**config.mk**
```make
export PLATFORM = sky130hd
export DESIGN_NAME = edo_dram_ctrl
export DESIGN_NICKNAME = d
export VERILOG_FILES = /design/src/rtl/edo_pkg.sv /design/src/rtl/edo_ctrl_seq.sv /design/src/rtl/edo_datapath.sv /design/src/rtl/edo_dram_ctrl.sv
export SDC_FILE = /design/constraint.sdc
export NUM_CORES = 1
export LEC_CHECK = 0
export ABC_AREA = 1
export BUFFER_PORTS_ARGS = -buffer_cell sky130_fd_sc_hd__buf_2
export CORE_ASPECT_RATIO = 0.5
export CORE_MARGIN = 4
export CORE_UTILIZATION = 55
export CTS_CLUSTER_SIZE = 14
export DETAILED_ROUTE_END_ITERATION = 7
export PLACE_DENSITY_LB_ADDON = 0.05
export REMOVE_ABC_BUFFERS = 1
export SYNTH_ARGS = -nofsm -noshare
export SYNTH_HDL_FRONTEND = slang
export SYNTH_SLANG_ARGS = --single-unit
```
**constraint.sdc**
```tcl
create_clock -name clk -period 2.8 [get_ports clk]
set_input_delay 0.7 -clock clk [delete_from_list [all_inputs] [get_ports clk]]
set_output_delay 0.7 -clock clk [all_outputs]
set_load 0.01 [all_outputs]
```
**src/rtl/edo_pkg.sv**
```systemverilog
`timescale 1ns/1ps
package edo_pkg;

  typedef enum logic [2:0] {
    ST_IDLE,
    ST_ROWSET,
    ST_RCD,
    ST_COLSET,
    ST_CASLO,
    ST_CASHI,
    ST_PRECH
  } edoState_t;

  // strobe bundle from sequencer to datapath
  typedef struct packed {
    logic take;
    logic selCol;
    logic rasLow;
    logic casLow;
    logic weLow;
    logic oeLow;
    logic drive;
    logic capture;
  } edoCtl_t;

  // time in ps to whole cycles, rounded up, at least one
  function automatic int psToCyc(input int ps, input int clkPs);
    int c;
    c = (ps + clkPs - 1) / clkPs;
    return (c < 1) ? 1 : c;
  endfunction

endpackage

```
**src/rtl/edo_ctrl_seq.sv**
```systemverilog
`timescale 1ns/1ps
module edo_ctrl_seq
  import edo_pkg::*;
#(
  parameter int RCD_CYC    = 4,
  parameter int RP_CYC     = 6,
  parameter int CAS_CYC    = 2,
  parameter int CP_CYC     = 2,
  parameter int RASMAX_CYC = 40000
) (
  input  logic    clk,
  input  logic    rstN,
  input  logic    hostReq,
  input  logic    hostWe,
  input  logic    rowHit,
  input  logic    refReq,
  output logic    hostReady,
  output logic    refAck,
  output edoCtl_t ctl
);

  localparam int MAX_A   = (RCD_CYC > RP_CYC) ? RCD_CYC : RP_CYC;
  localparam int MAX_B   = (CAS_CYC > CP_CYC) ? CAS_CYC : CP_CYC;
  localparam int MAX_CNT = (MAX_A > MAX_B) ? MAX_A : MAX_B;
  localparam int CNT_W   = $clog2(MAX_CNT + 1);
  localparam int TMR_W   = $clog2(RASMAX_CYC + 1);
  localparam int STEP_CYC = 1 + CAS_CYC + CP_CYC;

  edoState_t state, nextState;
  logic [CNT_W-1:0] cnt, cntLim;
  logic [TMR_W-1:0] rasTmr;
  logic [31:0]      tmrExt;
  logic             opWe;
  logic             cntLast, inPage, rasOpen, pageOk, idleTake, pageTake, take;

  always_comb begin
    inPage  = (state == ST_COLSET) || (state == ST_CASLO) || (state == ST_CASHI);
    rasOpen = inPage || (state == ST_RCD);
    case (state)
      ST_RCD:   cntLim = CNT_W'(RCD_CYC - 1);
      ST_CASLO: cntLim = CNT_W'(CAS_CYC - 1);
      ST_CASHI: cntLim = CNT_W'(CP_CYC - 1);
      ST_PRECH: cntLim = CNT_W'(RP_CYC - 1);
      default:  cntLim = '0;
    endcase
    cntLast = (cnt == cntLim);
    tmrExt  = 32'(rasTmr);
    // another page step must still end inside the row-open limit
    pageOk  = (tmrExt + 32'(STEP_CYC + 1)) <= 32'(RASMAX_CYC);
    idleTake = (state == ST_IDLE) && !refReq;
    pageTake = (state == ST_CASHI) && cntLast && !refReq && rowHit && pageOk;
    hostReady = idleTake || pageTake;
    take      = hostReady && hostReq;
    refAck    = (state == ST_IDLE) && refReq;
  end

  always_comb begin
    nextState = state;
    case (state)
      ST_IDLE:   if (take) nextState = ST_ROWSET;
      ST_ROWSET: nextState = ST_RCD;
      ST_RCD:    if (cntLast) nextState = ST_COLSET;
      ST_COLSET: nextState = ST_CASLO;
      ST_CASLO:  if (cntLast) nextState = ST_CASHI;
      ST_CASHI:  if (cntLast) nextState = take ? ST_COLSET : ST_PRECH;
      ST_PRECH:  if (cntLast) nextState = ST_IDLE;
      default:   nextState = ST_IDLE;
    endcase
  end

  always_ff @(posedge clk) begin
    if (!rstN) begin
      state  <= ST_IDLE;
      cnt    <= '0;
      rasTmr <= '0;
      opWe   <= 1'b0;
    end else begin
      state <= nextState;
      if (nextState != state || state == ST_IDLE) cnt <= '0;
      else                                        cnt <= cnt + 1'b1;
      if (state == ST_ROWSET) rasTmr <= '0;
      else if (rasOpen)       rasTmr <= rasTmr + 1'b1;
      if (take) opWe <= hostWe;
    end
  end

  always_comb begin
    ctl         = '0;
    ctl.take    = take;
    ctl.selCol  = inPage;
    ctl.rasLow  = rasOpen;
    ctl.casLow  = (state == ST_CASLO);
    ctl.weLow   = inPage && opWe;
    ctl.drive   = inPage && opWe;
    ctl.oeLow   = inPage && !opWe;
    ctl.capture = (state == ST_CASHI) && (cnt == '0) && !opWe;
  end

endmodule

```
**src/rtl/edo_datapath.sv**
```systemverilog
`timescale 1ns/1ps
module edo_datapath
  import edo_pkg::*;
#(
  parameter int ROW_W  = 12,
  parameter int COL_W  = 9,
  parameter int DATA_W = 8
) (
  input  logic                   clk,
  input  logic                   rstN,
  input  edoCtl_t                ctl,
  input  logic [ROW_W+COL_W-1:0] hostAddr,
  input  logic [DATA_W-1:0]      hostWdata,
  input  logic [DATA_W-1:0]      dqIn,
  output logic                   rowHit,
  output logic [DATA_W-1:0]      hostRdata,
  output logic                   hostRvalid,
  output logic [((ROW_W > COL_W) ? ROW_W : COL_W)-1:0] dramAddr,
  output logic                   rasN,
  output logic                   casN,
  output logic                   weN,
  output logic                   oeN,
  output logic [DATA_W-1:0]      dqOut,
  output logic                   dqOe
);

  localparam int AW    = ROW_W + COL_W;
  localparam int PIN_W = (ROW_W > COL_W) ? ROW_W : COL_W;

  logic [ROW_W-1:0]  rowReg;
  logic [COL_W-1:0]  colReg;
  logic [DATA_W-1:0] wdReg;

  assign rowHit = (hostAddr[AW-1:COL_W] == rowReg);

  always_ff @(posedge clk) begin
    if (!rstN) begin
      rowReg <= '0;
      colReg <= '0;
      wdReg  <= '0;
    end else if (ctl.take) begin
      rowReg <= hostAddr[AW-1:COL_W];
      colReg <= hostAddr[COL_W-1:0];
      wdReg  <= hostWdata;
    end
  end

  // registered pin stage: every strobe leaves from a flop
  always_ff @(posedge clk) begin
    if (!rstN) begin
      dramAddr   <= '0;
      rasN       <= 1'b1;
      casN       <= 1'b1;
      weN        <= 1'b1;
      oeN        <= 1'b1;
      dqOut      <= '0;
      dqOe       <= 1'b0;
      hostRdata  <= '0;
      hostRvalid <= 1'b0;
    end else begin
      dramAddr   <= ctl.selCol ? PIN_W'(colReg) : PIN_W'(rowReg);
      rasN       <= !ctl.rasLow;
      casN       <= !ctl.casLow;
      weN        <= !ctl.weLow;
      oeN        <= !ctl.oeLow;
      dqOe       <= ctl.drive;
      if (ctl.drive) dqOut <= wdReg;
      hostRvalid <= ctl.capture;
      if (ctl.capture) hostRdata <= dqIn;
    end
  end

endmodule

```
**src/rtl/edo_dram_ctrl.sv**
```systemverilog
`timescale 1ns/1ps
module edo_dram_ctrl
  import edo_pkg::*;
#(
  parameter int ROW_W     = 12,
  parameter int COL_W     = 9,
  parameter int DATA_W    = 8,
  parameter int CLK_PS    = 5000,
  parameter int RCD_PS    = 20000,
  parameter int RP_PS     = 30000,
  parameter int CAS_PS    = 8000,
  parameter int CP_PS     = 8000,
  parameter int RASMAX_PS = 200000000
) (
  input  logic                   clk,
  input  logic                   rstN,
  input  logic                   hostReq,
  output logic                   hostReady,
  input  logic                   hostWe,
  input  logic [ROW_W+COL_W-1:0] hostAddr,
  input  logic [DATA_W-1:0]      hostWdata,
  output logic [DATA_W-1:0]      hostRdata,
  output logic                   hostRvalid,
  input  logic                   refReq,
  output logic                   refAck,
  output logic [((ROW_W > COL_W) ? ROW_W : COL_W)-1:0] dramAddr,
  output logic                   rasN,
  output logic                   casN,
  output logic                   weN,
  output logic                   oeN,
  output logic [DATA_W-1:0]      dqOut,
  output logic                   dqOe,
  input  logic [DATA_W-1:0]      dqIn
);

  localparam int RCD_CYC    = psToCyc(RCD_PS, CLK_PS);
  localparam int RP_CYC     = psToCyc(RP_PS, CLK_PS);
  localparam int CAS_CYC    = psToCyc(CAS_PS, CLK_PS);
  localparam int CP_CYC     = psToCyc(CP_PS, CLK_PS);
  localparam int RASMAX_CYC = psToCyc(RASMAX_PS, CLK_PS);

  edoCtl_t ctl;
  logic    rowHit;

  edo_ctrl_seq #(
    .RCD_CYC(RCD_CYC), .RP_CYC(RP_CYC), .CAS_CYC(CAS_CYC),
    .CP_CYC(CP_CYC), .RASMAX_CYC(RASMAX_CYC)
  ) seqInst (
    .clk(clk), .rstN(rstN), .hostReq(hostReq), .hostWe(hostWe),
    .rowHit(rowHit), .refReq(refReq), .hostReady(hostReady),
    .refAck(refAck), .ctl(ctl)
  );

  edo_datapath #(
    .ROW_W(ROW_W), .COL_W(COL_W), .DATA_W(DATA_W)
  ) dpInst (
    .clk(clk), .rstN(rstN), .ctl(ctl), .hostAddr(hostAddr),
    .hostWdata(hostWdata), .dqIn(dqIn), .rowHit(rowHit),
    .hostRdata(hostRdata), .hostRvalid(hostRvalid), .dramAddr(dramAddr),
    .rasN(rasN), .casN(casN), .weN(weN), .oeN(oeN),
    .dqOut(dqOut), .dqOe(dqOe)
  );

endmodule

```
==> reports/qor.csv <==
metric;value;unit
crit-path cells;inv_2 > ha_4 > nor2_4 > nand2_2 > nand2_1 > nand2_1 > nor2_1 > nand3_1 > nand2_1 > nand2_1 > nand2_1 > nand2_1 > nand2_2 > buf_6;
RSZ-0062 raised after global routing;false;
core box area;6830;um^2
FP Rows;21;
Worst-Skew Late Latency;0.34;ns
commonest non-fill, non-tap cell in the layout;nor2_1;
Via Count;3735;
most frequent cells in the layout;nor2_1, nand2_1, dfxtp_1, buf_2, inv_1;
CP Launch Type;register;
Die ar.;8720;um^2
final-layout worst hold slack;0.455;ns
CTS tree;yes;
first-pass GRT wire length;15400;um
gpl congestion;0.928;
Worst setup EP type;output pin;
Max Cap Viol;0;
CTS Hold Bufs;0;
Final Hold Viols;0;
total clock sinks;86;
final cell count without fillers;737;
starting density of the core;58.1;%
vias in the first global route;3434;
Clock Skews;0.00673;ns
nets@finish;688;
outcome;complete, no violations;
EDFF count, synth;0;
Relative slew margins;52.9;%
DR iter-0 viols;286;
Synth Register Bits;86;
total power;3.02;mW
Final WS setup;0.165;ns
Tightest Pin Transition;0.704;ns
initial antenna violation count;0;
Worst Path Buf+Inv;2;
Port Buffers;77;
fillers;608;
Synth async-reset ratio;0;%
setup TNS;0;ns
Longest Clk Path Bufs;2;
Post-Place Cells;720;
Max VDD drop;0.353;mV
critical path depth;14;
min cycle time layout;2.64;ns
detailed placement HPWL;6720;um
grt total ovfl;0;
Seq/Total Area, Yosys;43.4;%
Worst Hold Class;register to register;
Gate Count Post-Synth;559;
DR WL/cell;12.9;um
slowest stage delay, CP;0.37;ns
post-synthesis cell type count;30;
mapped cell area;3970;um^2
worst r2r path cells;20;
PwrDens;625;nW/um^2
largest net degree at the start of global routing;36;
Final Slew Violations;0;
Synth Area per Inst;7.10;um^2
Clock transition at path regs;0.06;ns
CP Max Fanout;5;
Die Height;68.1;um
Inserted Clock Buffers;9;
DR DRC count;0;
Req. time, crit path;2.10;ns
Place WS;0.334;ns
gr usage total;22.7;%
number of diodes;0;
vias per inst;5.07;
dominant synthesized flop cell;dfxtp_1;
share of cells above drive strength 1;21.1;%
DR pass1 iterations;4;
cell mode on critical path;nand2_1;
post-route clock period utilization;94.1;%
Ys Warns;0;
clock root buffer;clkbuf_16;
die width;128;um
CP Data Arrival Time;1.94;ns
CP top delay family;simple AND/OR/NAND/NOR gates;
slowest CP cell;dfxtp_4;
critical setup path kind;register to output pin;
highest clock rate;379;MHz
final wirelength;9540;um
remaining antenna violation count after routing;0;
H-tree Lvls;3;
Layout area overhead;21.9;%
static leakage;2.19;nW
final setup violation count;0;
Hold Path Stages;2;
Ports;78;
## cell usage after synthesis (all sizes together), types with 3 or more instances
cell,number,area share (%)
a21oi,13,1.6
buf,9,1.5
clkbuf,8,0.76
dfxtp,86,43
ha,6,1.9
inv,50,4.7
nand2,118,11
nand3,33,4.2
nand3b,26,4.9
nand4,9,1.4
nor2,134,13
nor3,5,0.76
nor4,3,0.63
o21ai,35,4.4
xnor2,8,1.8
xor2,8,1.8
## routing by layer
metal	vias to the layer above	part of all wire (%)	track usage, %
li1	1938	-	-
met1	1699	45	27.0
met2	82	47	38.4
met3	16	7.0	8.42
met4	0	1.5	7.94
met5	-	0	0
## power breakdown
group          switching, mW  internal [mW]
clock network          0.482          0.776
registers             0.0451           1.30
logic                  0.257          0.164
## worst paths after layout
kind                                       start                       endpoint  slack [ns]
setup reg to reg  seqInst.rasTmr[2]$_SDFFE_PP0N_  dpInst.colReg[6]$_SDFFE_PN0P_        0.44
hold reg to reg     dpInst.wdReg[7]$_SDFFE_PN0P_   dpInst.dqOut[7]$_SDFFE_PN0P_        0.46
hold / removal      dpInst.wdReg[7]$_SDFFE_PN0P_   dpInst.dqOut[7]$_SDFFE_PN0P_        0.46
setup / recovery  seqInst.rasTmr[2]$_SDFFE_PP0N_                      hostReady        0.16
## worst register-to-register path, stage by stage, from the launching register on
cell and delay [ns]:
dfxtp_4 0.37, inv_2 0.06, ha_4 0.18, nor2_4 0.14, nand2_2 0.07, nand2_1 0.06
nand2_1 0.04, nor2_1 0.11, nand3_1 0.10, nand2_1 0.07, nand2_1 0.04, nand2_1 0.09
nand2_1 0.07, nand2_2 0.09, buf_4 0.11, buf_4 0.17, nand2_2 0.09, inv_2 0.08
buf_12 0.18, nor2_1 0.07, nor2_1 0.11
## kinds of logic (layout without fill, tap and decap cells)
kind of cell / count (synthesis) / after routing / share of synthesized area (%)
AND/OR/NAND/NOR: 328 / 328 / 36.6
flip-flops: 86 / 86 / 43.4
buffers and inverters: 67 / 153 / 7.00
AO/OA/AOI/OAI: 56 / 56 / 7.54
XOR/XNOR: 16 / 16 / 3.53
adder cells (fa/ha/maj): 6 / 6 / 1.89
## registers in the layout (all words and copies together), names as in the netlist, 3 cells and up
name,flops
dpInst.wdReg,8
dpInst.dramAddr,12
seqInst.cnt,3
dpInst.colReg,9
dpInst.hostRdata,8
dpInst.dqOut,8
dpInst.rowReg,12
seqInst.rasTmr,16
seqInst.state,3
## per-stage QoR
step | area (um^2) | utilization (%)
after global routing | 4830 | 70.8
final | 4830 | 70.8
after global placement | 4460 | 65.2
after CTS | 4770 | 69.9
after floorplan | 3880 | -
after detailed placement | 4460 | 65.2
## cell type report
cell class	count	area, um^2	area share [%]
multi-input combinational	406	2010	41.5
sequential	86	1730	35.8
timing repair buffer	87	479	9.91
clock buffer	9	225	4.66
inverter	50	188	3.88
tap	92	115	2.38
clock inverter	7	88.8	1.84
## timing repair
item | 4_1_cts | 5_1_grt
setup buffers | 0 | 1
gates resized for setup | 1 | 20
setup endpoints to repair | 1 | 1
pin swaps | 0 | 3
No activity file was read; power rests on OpenSTA's default activity.
